**src/rtl/gpio_evt_pkg.sv**
```systemverilog
package gpio_evt_pkg;
  localparam int unsigned TRIG_W = 3;
  typedef enum logic [TRIG_W-1:0] {
    TRIG_OFF  = 3'd0,
    TRIG_RISE = 3'd1,
    TRIG_FALL = 3'd2,
    TRIG_BOTH = 3'd3,
    TRIG_LOW  = 3'd4,
    TRIG_HIGH = 3'd5
  } trig_e;
endpackage

```
**src/rtl/gpio_evt_sync.sv**
```systemverilog
module gpio_evt_sync #(
  parameter int unsigned WIDTH  = 32,
  parameter int unsigned STAGES = 2
) (
  input  logic             clk,
  input  logic             rst_n,
  input  logic [WIDTH-1:0] raw_i,
  output logic [WIDTH-1:0] cur_o,
  output logic [WIDTH-1:0] prev_o
);
  logic [STAGES-1:0][WIDTH-1:0] chain_q;
  logic [WIDTH-1:0]             prev_q;

  genvar s;
  generate
    for (s = 0; s < STAGES; s++) begin : g_stage
      if (s == 0) begin : g_first
        always_ff @(posedge clk or negedge rst_n)
          if (!rst_n) chain_q[0] <= '0;
          else        chain_q[0] <= raw_i;
      end else begin : g_next
        always_ff @(posedge clk or negedge rst_n)
          if (!rst_n) chain_q[s] <= '0;
          else        chain_q[s] <= chain_q[s-1];
      end
    end
  endgenerate

  always_ff @(posedge clk or negedge rst_n)
    if (!rst_n) prev_q <= '0;
    else        prev_q <= chain_q[STAGES-1];

  assign cur_o  = chain_q[STAGES-1];
  assign prev_o = prev_q;
endmodule

```
**src/rtl/gpio_evt_detect.sv**
```systemverilog
module gpio_evt_detect
  import gpio_evt_pkg::*;
(
  input  logic              clk,
  input  logic              rst_n,
  input  logic              cur_i,
  input  logic              prev_i,
  input  logic [TRIG_W-1:0] cfg_i,
  output logic              evt_o
);
  always_comb begin
    unique case (cfg_i)
      TRIG_RISE: evt_o = cur_i & ~prev_i;
      TRIG_FALL: evt_o = ~cur_i & prev_i;
      TRIG_BOTH: evt_o = cur_i ^ prev_i;
      TRIG_LOW:  evt_o = ~cur_i;
      TRIG_HIGH: evt_o = cur_i;
      default:   evt_o = 1'b0;
    endcase
  end

  // codes 0, 6, 7 never raise an event
  p_disabled_quiet_r6: assert property (@(posedge clk) disable iff (!rst_n)
    (cfg_i == 3'd0 || cfg_i > 3'd5) |-> !evt_o);

  // an active level always raises an event
  p_level_active_r5: assert property (@(posedge clk) disable iff (!rst_n)
    ((cfg_i == 3'd5 && cur_i) || (cfg_i == 3'd4 && !cur_i)) |-> evt_o);
endmodule

```
**src/rtl/gpio_evt_merge.sv**
```systemverilog
module gpio_evt_merge #(
  parameter int unsigned WIDTH = 32
) (
  input  logic             clk,
  input  logic             rst_n,
  input  logic [WIDTH-1:0] evt_i,
  input  logic             set_we_i,
  input  logic [WIDTH-1:0] set_data_i,
  input  logic             clr_we_i,
  input  logic [WIDTH-1:0] clr_data_i,
  output logic [WIDTH-1:0] status_o
);
  logic [WIDTH-1:0] status_q, set_eff, clr_eff;

  assign set_eff = set_we_i ? set_data_i : '0;
  assign clr_eff = clr_we_i ? clr_data_i : '0;

  always_ff @(posedge clk or negedge rst_n)
    if (!rst_n) status_q <= '0;
    else        status_q <= (status_q & ~clr_eff) | set_eff | evt_i;

  assign status_o = status_q;

  // every event of a cycle is present in the next status
  p_event_kept_r9: assert property (@(posedge clk) disable iff (!rst_n)
    (|evt_i) |=> ((status_q & $past(evt_i)) == $past(evt_i)));

  // written set bits are present next cycle, clear or not
  p_set_wins_r10: assert property (@(posedge clk) disable iff (!rst_n)
    set_we_i |=> ((status_q & $past(set_data_i)) == $past(set_data_i)));

  // uncontested clear bits are zero next cycle
  p_clear_lands_r8: assert property (@(posedge clk) disable iff (!rst_n)
    clr_we_i |=> ((status_q & $past(clr_data_i & ~set_eff & ~evt_i)) == '0));

  // no write and no event keeps the status
  p_hold_r7: assert property (@(posedge clk) disable iff (!rst_n)
    (!set_we_i && !clr_we_i && evt_i == '0) |=> (status_q == $past(status_q)));
endmodule

```
**src/rtl/gpio_evt_status.sv**
```systemverilog
module gpio_evt_status
  import gpio_evt_pkg::*;
#(
  parameter int unsigned NUM_PINS    = 32,
  parameter int unsigned SYNC_STAGES = 2,
  localparam int unsigned CFG_W      = NUM_PINS * TRIG_W
) (
  input  logic                clk,
  input  logic                rst_n,
  input  logic [NUM_PINS-1:0] pin_i,
  input  logic [CFG_W-1:0]    trig_cfg_i,
  input  logic [NUM_PINS-1:0] irq_mask_i,
  input  logic                set_we_i,
  input  logic [NUM_PINS-1:0] set_data_i,
  input  logic                clr_we_i,
  input  logic [NUM_PINS-1:0] clr_data_i,
  output logic [NUM_PINS-1:0] status_o,
  output logic                irq_o
);
  logic [NUM_PINS-1:0] cur, prev, evt, status;
  logic                irq_q;

  gpio_evt_sync #(.WIDTH(NUM_PINS), .STAGES(SYNC_STAGES)) sync_i (
    .clk(clk), .rst_n(rst_n), .raw_i(pin_i), .cur_o(cur), .prev_o(prev)
  );

  genvar i;
  generate
    for (i = 0; i < NUM_PINS; i++) begin : g_pin
      gpio_evt_detect det_i (
        .clk(clk), .rst_n(rst_n), .cur_i(cur[i]), .prev_i(prev[i]),
        .cfg_i(trig_cfg_i[i*TRIG_W +: TRIG_W]), .evt_o(evt[i])
      );
    end
  endgenerate

  gpio_evt_merge #(.WIDTH(NUM_PINS)) merge_i (
    .clk(clk), .rst_n(rst_n), .evt_i(evt),
    .set_we_i(set_we_i), .set_data_i(set_data_i),
    .clr_we_i(clr_we_i), .clr_data_i(clr_data_i),
    .status_o(status)
  );

  always_ff @(posedge clk or negedge rst_n)
    if (!rst_n) irq_q <= 1'b0;
    else        irq_q <= |(status & irq_mask_i);

  assign status_o = status;
  assign irq_o    = irq_q;

  // an all-zero status is followed by a low interrupt
  p_irq_quiet_r11: assert property (@(posedge clk) disable iff (!rst_n)
    (status == '0) |=> !irq_o);
endmodule

```
**config.mk**
```make
export PLATFORM = sky130hd
export DESIGN_NAME = gpio_evt_status
export DESIGN_NICKNAME = d
export VERILOG_FILES = /design/src/rtl/gpio_evt_pkg.sv /design/src/rtl/gpio_evt_sync.sv /design/src/rtl/gpio_evt_detect.sv /design/src/rtl/gpio_evt_merge.sv /design/src/rtl/gpio_evt_status.sv
export SDC_FILE = /design/constraint.sdc
export NUM_CORES = 1
export LEC_CHECK = 0
export ABC_AREA = 1
export BUFFER_PORTS_ARGS = -buffer_cell sky130_fd_sc_hd__buf_4
export CORE_MARGIN = 2
export CORE_UTILIZATION = 38
export DETAILED_ROUTE_END_ITERATION = 10
export PLACE_DENSITY = 0.65
export SLEW_MARGIN = 25
export SYNTH_ARGS = -nofsm -noshare
export SYNTH_HDL_FRONTEND = slang
export SYNTH_SLANG_ARGS = --single-unit
```
**constraint.sdc**
```tcl
create_clock -name clk -period 2.72 [get_ports clk]
set_input_delay 0.272 -clock clk [delete_from_list [all_inputs] [get_ports clk]]
set_output_delay 0.272 -clock clk [all_outputs]
set_load 0.1 [all_outputs]
```
# After elaboration in Yosys (flattened, before gate mapping)
# Index checks and enable logic that the tools add are counted.
[word_totals]
regBits = 129
in_bits = 228
out_inout_bits = 33
[op_classes]
n_eq_ne = 160
n_mux = 34
bitwise_logic = 165
reduce_logical = 1
[ops]
columns = ["op", "n"]
rows = [
  ["== test 3 x 2 -> 1 bit, second input constant", 64],
  ["== test 3 bit, second input constant", 64],
  ["case mux 1 bit (5 select lines)", 32],
  ["== test 3 x 1 -> 1 bit, second input constant", 32],
  ["AND 1 bit", 64],
  ["AND 32 bit", 2],
  ["2-to-1 mux 32 bit", 2],
  ["inverter 1 bit", 64],
  ["bitwise OR 32 bit", 2],
  ["inverter 32 bit", 1],
  ["OR reduction 32 bit", 1],
  ["XOR 1 bit", 32],
]

# Logic depth before layout (Yosys ltp)
# Gate-level depths: netlist of the first run.
[logic_depth]
ltp_word = 5
ltp_mapped = 6
mapped_depth_nobuf = 6

# Cells and area by module
# From an unflattened synthesis of the first run, not the netlist that was laid out.
[hier_totals]
hier_cells = 870
hier_area_um2 = 6964.2
[modules_own_cells]
columns = ["mod", "instances", "cells_each", "area_per_inst_um2"]
rows = [
  ["gpio_evt_detect", 32, 16, 83.8],
  ["gpio_evt_sync", 1, 128, 2642.5],
  ["gpio_evt_merge", 1, 166, 1377.6],
  ["gpio_evt_status", 1, 64, 261.5],
]

# Worst setup path after synthesis of the first run
# Ideal clock, no wire load.
[synth_path]
path_type = "register -> register"
startpoint = "reg merge_i.status_q[28] (netlist: merge_i.status_o[28])"
endpoint = "reg irq_q (netlist: irq_o)"
t_arrival_ns = 1.241
t_required_ns = 2.601
slack_ns = 1.360
path_stages_with_launch = 7
path_buffers = 0
period_less_slack_ns = 1.360
cell_sequence = "dfrtp_1 nand2_1 nand2_1 nor2_1 nand2_1 nor2_1 nand2_1"
[synth_between]
elab_chain_len = 2
[synth_rtl]
columns = ["item", "line_no", "source"]
rows = [
  ["start, declared", "gpio_evt_merge.sv:13", "logic [WIDTH-1:0] status_q, set_eff, clr_eff;"],
  ["start signal, assigned", "gpio_evt_merge.sv:20", "else status_q <= (status_q & ~clr_eff) | set_eff | evt_i;"],
  ["AND 32 bit", "gpio_evt_status.sv:46", "else irq_q <= |(status & irq_mask_i);"],
  ["OR reduction 32 bit", "gpio_evt_status.sv:46", ""],
  ["end signal, assigned", "gpio_evt_status.sv:46", ""],
  ["end, declared", "gpio_evt_status.sv:21", "logic irq_q;"],
]
# Every way passes these cells.

# Worst setup path after layout of the first run
[layout_path]
startpoint = "reg merge_i.status_q[10] (netlist: merge_i.status_o[10])"
endpoint = "out status_o[10]"
[layout_rtl]
columns = ["item", "line_no", "source"]
rows = [
  ["end, declared", "gpio_evt_status.sv:17", "output logic [NUM_PINS-1:0] status_o,"],
]
# No word-level cell between the ends.

==> metrics.md, run 1 <==
| Metric | Value |
|---|---|
| PortBufs | 260 |
| Mux cell area share after synthesis | 0 |
| WL per Instance | 12.98 um |
| Inserted Clock Buffers | 17 |
| Max Fclk | 0.6916 GHz |
| Worst Tran Pin Value | 0.6494 ns |
| Worst-Skew Late Latency | 0.41 ns |
| CP Class | reg -> out |
| Root Buffer | clkbuf_16 |
| Hold WS | 0.1440 ns |
| Area grow syn2layout | 48.54% |
| Worst Hold Class | in -> reg |
| FF-to-FF End | irq_o$_DFF_PN0_ |
| Area of the die | 18,430 um^2 |
| ANT cells | 0 |
| HPWL after DPL | 13,270 um |
| Core area | 17,120 um^2 |
| PwrDens | 593.9 nW/um^2 |
| WP data required | 2.45 ns |
| Leakage dissipation | 5.236 nW |
| Setup tns final | 0 ns |
| Width of the die | 135.8 um |
| Critical Path Max Stage Delay | 0.44 ns |
| Sw frac | 0.2906 |
| Share of layout cells above drive strength 1 | 0.2692 |
| Post-Place Cell Area | 8820 um^2 |
| CP cell instances | buf_4 |
| Main combinational cell family by area after synthesis | simple AND/OR/NAND/NOR gates |
| Max VDD drop | 0.3841 mV |
| Period minus WS final | 1.446 ns |
| Final setup violation count | 0 |
| Net Switching | 0.001691 W |
| Flop2flop setup slack | 1.61 ns |
| Synthesized-area fraction occupied by and/or/nand/nor cells | 0.2665 |
| Cell Area, Synth | 6596 um^2 |
| Vias in the first global route | 5,864 |
| DRC viols | 0 |
| TritonCTS clock tree | built |
| Adder-cell share of the synthesized area | 0.1214 |
| Worst hold stages | 4 |
| Critical path fanouts, max | 3 |
| Final Hold Viols | 0 |
| Register area | 3228 um^2 |
| Post-synthesis sequential area ratio | 0.4894 |
| Crit end category | output pin |
| FILL cells | 1,593 |
| Complex-gate fraction of the synthesized area | 0.06070 |
| Worst r2r path cells | 6 |
| Area of the multi-input gates | 2959 um^2 |
| Routed wire length | 17,150 um |
| # rows | 48 |
| Antenna-violating nets left | 0 |
| Die Y | 135.8 um |
| Hold Crit Start | set_data_i[7] |
| CTS Sinks | 129 |
| Gr ovfl total | 0 |
| Synth Register Bits | 129 |
| Final Cell Area | 9798 um^2 |
| Vias/cell | 4.577 |
| Power Internal | 0.004128 W |
| Worst slew margin | 0.5671 |
| RSZ-0062 raised after global routing | no |
| Hold EP | merge_i.status_o[7]$_DFF_PN0_ |
| First-pass GRT wire length | 27,360 um |
| Critical R2R Launch | merge_i.status_o[13]$_DFF_PN0_ |
| Number of max-cap violations | 0 |
| H-Tree Depth | 4 |
| Flop pwr share | 0.366 |
| PostCTS Resize Cnt | 0 |
| Syn_area_per_cell | 8.522 um^2 |
| Hold-fix buffers, CTS | 33 |
| Largest net degree at the start of global routing | 68 |
| Delay-heaviest family, CP | flip-flops |
| Gp weighted congestion | 0.8001 |
| Clock transition at path regs | 0.06 ns |
| CP arrival | 1.17 ns |
| Xor/xnor cell area share of the yosys netlist | 0 |
| Outcome | finished clean |
| Slew Viols, Final | 0 |
| Logic pwr share | 0.213 |
| Final nets | 1,375 |
| Clock group share of total power | 0.421 |
| Synth warnings | 0 |
| Drt first pass iters | 5 |
| Mapped Nets | 1,066 |
| Initial antenna violation count | 0 |
| Starting density of the core | 0.3854 |
| Total Routing Usage GR | 0.1914 |
| Post-Synthesis Cells | 774 |
| Buf/Inv on CP | 1 |
| Yosys cell types | 11 |
| Setup bufs post-CTS | 0 |
| Critical-path top delay cell | dfrtp_1 |
| CP startpoint kind | register |
| DR vias | 6,046 |
| Clk_skew | 0.006090 ns |
| I/O Pins | 261 |
| Drt initial violations | 206 |
| Fin crit share | 0.5316 |
| Max clock buf depth | 2 |
[cell type report]
class                   instances  share of cell area
clock inverters                12             0.01852
clock buffers                  20             0.04763
inverters                      96             0.03678
repair buffers                296              0.2369
well taps                     225             0.02873
multi-input cells             543              0.3020
flip-flops and latches        129              0.3295
[power groups by stage]
stage | Combinational (W) | Sequential [W] | Clock (W)
floorplan | 0.000321 | 0.00253 | 0
global placement | 0.00119 | 0.00216 | 0
detailed placement | 0.00121 | 0.00217 | 0
CTS | 0.00125 | 0.00213 | 0.00252
global route | 0.00136 | 0.00215 | 0.00260
finish | 0.00124 | 0.00213 | 0.00245
[stage by stage]
stage	setup slack, ns	utilization	power (W)	cells
after global placement	1.531	0.5153	0.003354	1256
after CTS	1.235	0.5724	0.005905	1321
after floorplan	1.360	-	0.002849	774
after global routing	1.223	0.5724	0.006108	1321
final	1.274	0.5724	0.005819	1321
after detailed placement	1.516	0.5153	0.003373	1256
[layout by cell type (no fill, tap or decap)]
| master | n |
|---|---|
| nand2_1 | 277 |
| clkinvlp_4 | 4 |
| o211ai_1 | 32 |
| clkbuf_16 | 17 |
| inv_1 | 96 |
| nand3b_1 | 32 |
| nor2_1 | 42 |
| clkinv_2 | 1 |
| nand3_1 | 64 |
| clkinv_4 | 3 |
| buf_12 | 1 |
| clkbuf_8 | 3 |
| dfrtp_1 | 129 |
| bufinv_16 | 4 |
| ha_1 | 64 |
| buf_6 | 1 |
| dlygate4sd3_1 | 33 |
| buf_4 | 261 |
| o21ai_0 | 32 |
[metal layers]
layer | vias up | track usage | wire [um]
li1 | 3093 | - | -
met5 | - | 0 | 0
met4 | 0 | 0.08102 | 500
met3 | 37 | 0.05836 | 1332
met1 | 2714 | 0.2334 | 7361
met2 | 202 | 0.3148 | 7957
[registers in the layout, summed over array words and instances (netlist names)]
name              flops
sync_i.chain_q       32
sync_i.prev_o        32
sync_i.cur_o         32
irq_o                 1
merge_i.status_o     32
[worst reg2reg max path, cell delays in order, from the launching register on]
cell     delay, ns
dfrtp_1       0.42
nand2_1       0.12
nand2_1       0.05
nor2_1        0.13
nand2_1       0.11
nor2_1        0.11
nand2_1       0.05
[kinds of logic after synthesis]
group                      Yosys count
AOI/OAI and AO/OA                   64
adders and majority gates           64
buffers and inverters              102
DFF                                129
and+or+nand+nor                    415
[synth_stat cells, drive strengths merged]
| master | instances | area (um^2) |
|---|---|---|
| nand3 | 64 | 320.3 |
| o211ai | 32 | 240.2 |
| nor2 | 42 | 157.7 |
| o21ai | 32 | 160.2 |
| inv | 96 | 360.4 |
| nand2 | 277 | 1040 |
| nand3b | 32 | 240.2 |
| buf | 6 | 48.79 |
| dfrtp | 129 | 3228 |
| ha | 64 | 800.8 |
[worst max-delay path by stage]
stage / startpoint / endpoint / slack, ns / depth (start not counted)
2_1_floorplan: merge_i.status_o[28]$_DFF_PN0_ / irq_o$_DFF_PN0_ / 1.36 / 6
3_3_place_gp: clr_we_i / merge_i.status_o[12]$_DFF_PN0_ / 1.53 / 5
3_5_place_dp: clr_we_i / merge_i.status_o[12]$_DFF_PN0_ / 1.52 / 5
4_1_cts: merge_i.status_o[10]$_DFF_PN0_ / status_o[10] / 1.24 / 1
5_1_grt: merge_i.status_o[10]$_DFF_PN0_ / status_o[10] / 1.22 / 1
6_report: merge_i.status_o[10]$_DFF_PN0_ / status_o[10] / 1.27 / 1
Power figures use the tool's default switching activity.
==> inputs of run 2 (changes only) <==
Settings changed: ABC_AREA 1 to 0.
Clock period 2.72 ns to 1.5 ns, I/O delays scaled along.
==> metrics.md, run 2 <==
| Metric | Value |
|---|---|
| DR vias | 5,761 (was 6,046) |
| Commonest cells in the netlist | 129 x dfrtp_1, 96 x inv_1, 75 x a22oi_1, 64 x ha_1 (was 277 x nand2_1, 129 x dfrtp_1, 96 x inv_1, 64 x ha_1, 64 x nand3_1) |
| Area grow syn2layout | 60.63% (was 48.54%) |
| Die Y | 134.4 um (was 135.8 um) |
| Commonest non-fill, non-tap cell in the layout | buf_4 (was nand2_1) |
| Ys async rst share | 1.000 (unchanged) |
| Gr ovfl total | 0 (unchanged) |
| WL per Instance | 15.61 um (was 12.98 um) |
| Synth Register Bits | 129 (unchanged) |
| Core area | 16,580 um^2 (was 17,120 um^2) |
| PwrDens | 1015 nW/um^2 (was 593.9 nW/um^2) |
| Critical path fanouts, max | 3 (unchanged) |
| Most common cell in the netlist | dfrtp_1 (was nand2_1) |
| Ys flop type | dfrtp_1 (unchanged) |
| Max Fclk | 0.6836 GHz |
| Top post-synthesis cells by area | dfrtp_1 50%, ha_1 12%, a22oi_1 8.7% (was dfrtp_1 49%, nand2_1 16%, ha_1 12%) |
| Most frequent cells in the layout | 279 x buf_4, 97 x dfrtp_1, 96 x inv_1 (was 277 x nand2_1, 261 x buf_4, 129 x dfrtp_1) |
| Final Hold Viols | 0 (unchanged) |
| Slew Viols, Final | 0 (unchanged) |
| WP data required | 1.78 ns (was 2.45 ns) |
| Power Internal | 0.007402 W (was 0.004128 W) |
| Dpl ws | -0.02677 ns (was 1.516 ns) |
| Worst Tran Pin Value | 0.4579 ns (was 0.6494 ns) |
| Period minus WS final | 1.463 ns |
| Area of the die | 18,060 um^2 (was 18,430 um^2) |
| Antenna-violating nets left | 0 (unchanged) |
| Cell Area, Synth | 6461 um^2 (was 6596 um^2) |
| Max clock buf depth | 2 (unchanged) |
| Flop pwr share | 0.374 (was 0.366) |
| Post-Synthesis Cells | 572 (was 774) |
| # rows | 47 (was 48) |
| Root Buffer | clkbuf_16 (unchanged) |
| Vias in the first global route | 6,261 (was 5,864) |
| Routed wire length | 18,480 um (was 17,150 um) |
| Fin crit share | 0.9753 |
| Final nets | 1,243 (was 1,375) |
| Outcome | finished clean (unchanged) |
| Inserted Clock Buffers | 17 (unchanged) |
| TritonCTS clock tree | built (unchanged) |
| RSZ-0062 raised after global routing | yes (was no) |
| Gp weighted congestion | 0.8194 (was 0.8001) |
| Final setup violation count | 0 (unchanged) |
| Max VDD drop | 0.7161 mV (was 0.3841 mV) |
| Worst-Skew Late Latency | 0.41 ns (about the same) |
| CP Class | reg -> reg (was reg -> out) |
| Drt initial violations | 147 (was 206) |
| Clock transition at path regs | 0.05 ns (was 0.06 ns) |
| Worst Hold Class | in -> reg (unchanged) |
| H-Tree Depth | 4 (unchanged) |
| Mapped Nets | 864 (was 1,066) |
| Drt first pass iters | 6 (was 5) |
| Critical-path top delay cell | or4_1 (was dfrtp_1) |
| CP cell instances | a22oi_1 -> nand4_1 -> or4_1 (was buf_4) |
| PortBufs | 260 (unchanged) |
| CP startpoint kind | register (unchanged) |
| Yosys cell types | 19 (was 11) |
| Hold WS | 0.006604 ns (was 0.1440 ns) |
| First-pass GRT wire length | 29,480 um (was 27,360 um) |
| CTS Sinks | 129 (unchanged) |
| Width of the die | 134.4 um (was 135.8 um) |
| Sw frac | 0.2973 (was 0.2906) |
| Clk_skew | 0.007195 ns (was 0.006090 ns) |
| HPWL after DPL | 14,030 um (was 13,270 um) |
| Worst slew margin | 0.6947 (was 0.5671) |
| Synth top area share | 0.4996 (was 0.4894) |
| Post-synth top area cell | dfrtp_1 (unchanged) |
| Number of max-cap violations | 0 (unchanged) |
| Critical Path Max Stage Delay | 0.52 ns (was 0.44 ns) |
| Total power | 0.01053 W (was 0.005819 W) |
| PnR worst setup slack | 0.03712 ns (was 1.274 ns) |
| Leakage dissipation | 5.244 nW (was 5.236 nW) |
| Starting density of the core | 0.3896 (was 0.3854) |
| Largest net degree at the start of global routing | 41 (was 68) |
| Share of layout cells above drive strength 1 | 0.3988 (was 0.2692) |
| Post-synthesis sequential area ratio | 0.4996 (was 0.4894) |
| Vias/cell | 4.866 (was 4.577) |
| Clock group share of total power | 0.375 (was 0.421) |
| Synth warnings | 0 (unchanged) |
| Number of flops mapped to enable cells by yosys | 0 (unchanged) |
| I/O Pins | 261 (unchanged) |
| Logic pwr share | 0.251 (was 0.213) |
| CP arrival | 1.74 ns (was 1.17 ns) |
| Initial antenna violation count | 1 (was 0) |
| Crit end category | register (was output pin) |
| Syn_area_per_cell | 11.30 um^2 (was 8.522 um^2) |
| Total Routing Usage GR | 0.2074 (was 0.1914) |
| Net Switching | 0.003133 W (was 0.001691 W) |
| DRC viols | 0 (unchanged) |
## run 2: path summary, 6_finish.rpt
path / start / end / slack [ns] / cells past startpoint
worst max-delay path: merge_i.status_o[2]$_DFF_PN0_ / irq_o$_DFF_PN0_ / 0.04 / 3
worst min-delay path: trig_cfg_i[4] / merge_i.status_o[1]$_DFF_PN0_ / 0.007 / 2
worst max register to register: merge_i.status_o[2]$_DFF_PN0_ / irq_o$_DFF_PN0_ / 0.04 / 3
worst min register to register: sync_i.chain_q[11]$_DFF_PN0_ / sync_i.cur_o[11]$_DFF_PN0_ / 0.34 / 0
max in group asynchronous: rst_n / merge_i.status_o[29]$_DFF_PN0_ / 0.73 / 3
min in group asynchronous: rst_n / sync_i.chain_q[31]$_DFF_PN0_ / 0.19 / 2
## run 2: final cells by class
class                           count  area [um^2]
Fill cell                        1346         6205
Sequential cell                   129         3286
Timing Repair Buffer              366         2997
Multi-Input combinational cell    341         2888
Clock buffer                       25        515.5
Inverter                           96        360.3
Tap cell                          220        275.3
Clock inverter                      6        55.05
Antenna cell                        1        2.502
## run 2: metal layers
metal | GRT usage | vias to the layer above | part of all wire
met4 | 0.08713 | 0 | 0.025
met1 | 0.2364 | 2773 | 0.40
met2 | 0.3719 | 190 | 0.52
met3 | 0.04913 | 35 | 0.058
met5 | 0 | - | 0
li1 | - | 2763 | -
## run 2: kinds of logic after synthesis
family / share of synthesized area
mux: 0.1019
fa+ha+maj: 0.1239
flops: 0.4996
xor+xnor: 0.002712
buf+inv: 0.05984
simple gates: 0.07533
compound gates: 0.1367
## run 2: through the flow
step | area [um^2] | std cells | TNS, ns | util
3_3_place_gp | 8934 | 1069 | 0 | 0.5387
4_1_cts | 10330 | 1182 | -0.01673 | 0.6229
5_1_grt | 10380 | 1183 | -0.009037 | 0.6257
2_1_floorplan | 6519 | 572 | -0.03704 | -
3_5_place_dp | 8934 | 1069 | -0.02677 | 0.5387
6_report | 10380 | 1184 | 0 | 0.6258
## run 2: worst max-delay path: cells and delay by family (launching register included)
kind | cells | cell delay, ns
compound gates | 1 | 0.26
flops | 1 | 0.41
simple gates | 2 | 0.66
## run 2: power by group through the flow
stage	clock (W)	sequential [W]	combinational, W
after global routing	0.00419	0.00397	0.00283
after floorplan	0	0.00476	0.000571
after global placement	0	0.00396	0.00240
final	0.00395	0.00394	0.00265
after CTS	0.00406	0.00393	0.00265
after detailed placement	0	0.00399	0.00246
## run 2: timing repair
action,4_1_cts,5_1_grt
pin swaps,3,2
resized for setup,1,7
setup buffers,0,0
hold endpoints to repair,189,1
hold buffers,82,1
endpoints found under the setup margin,1,2
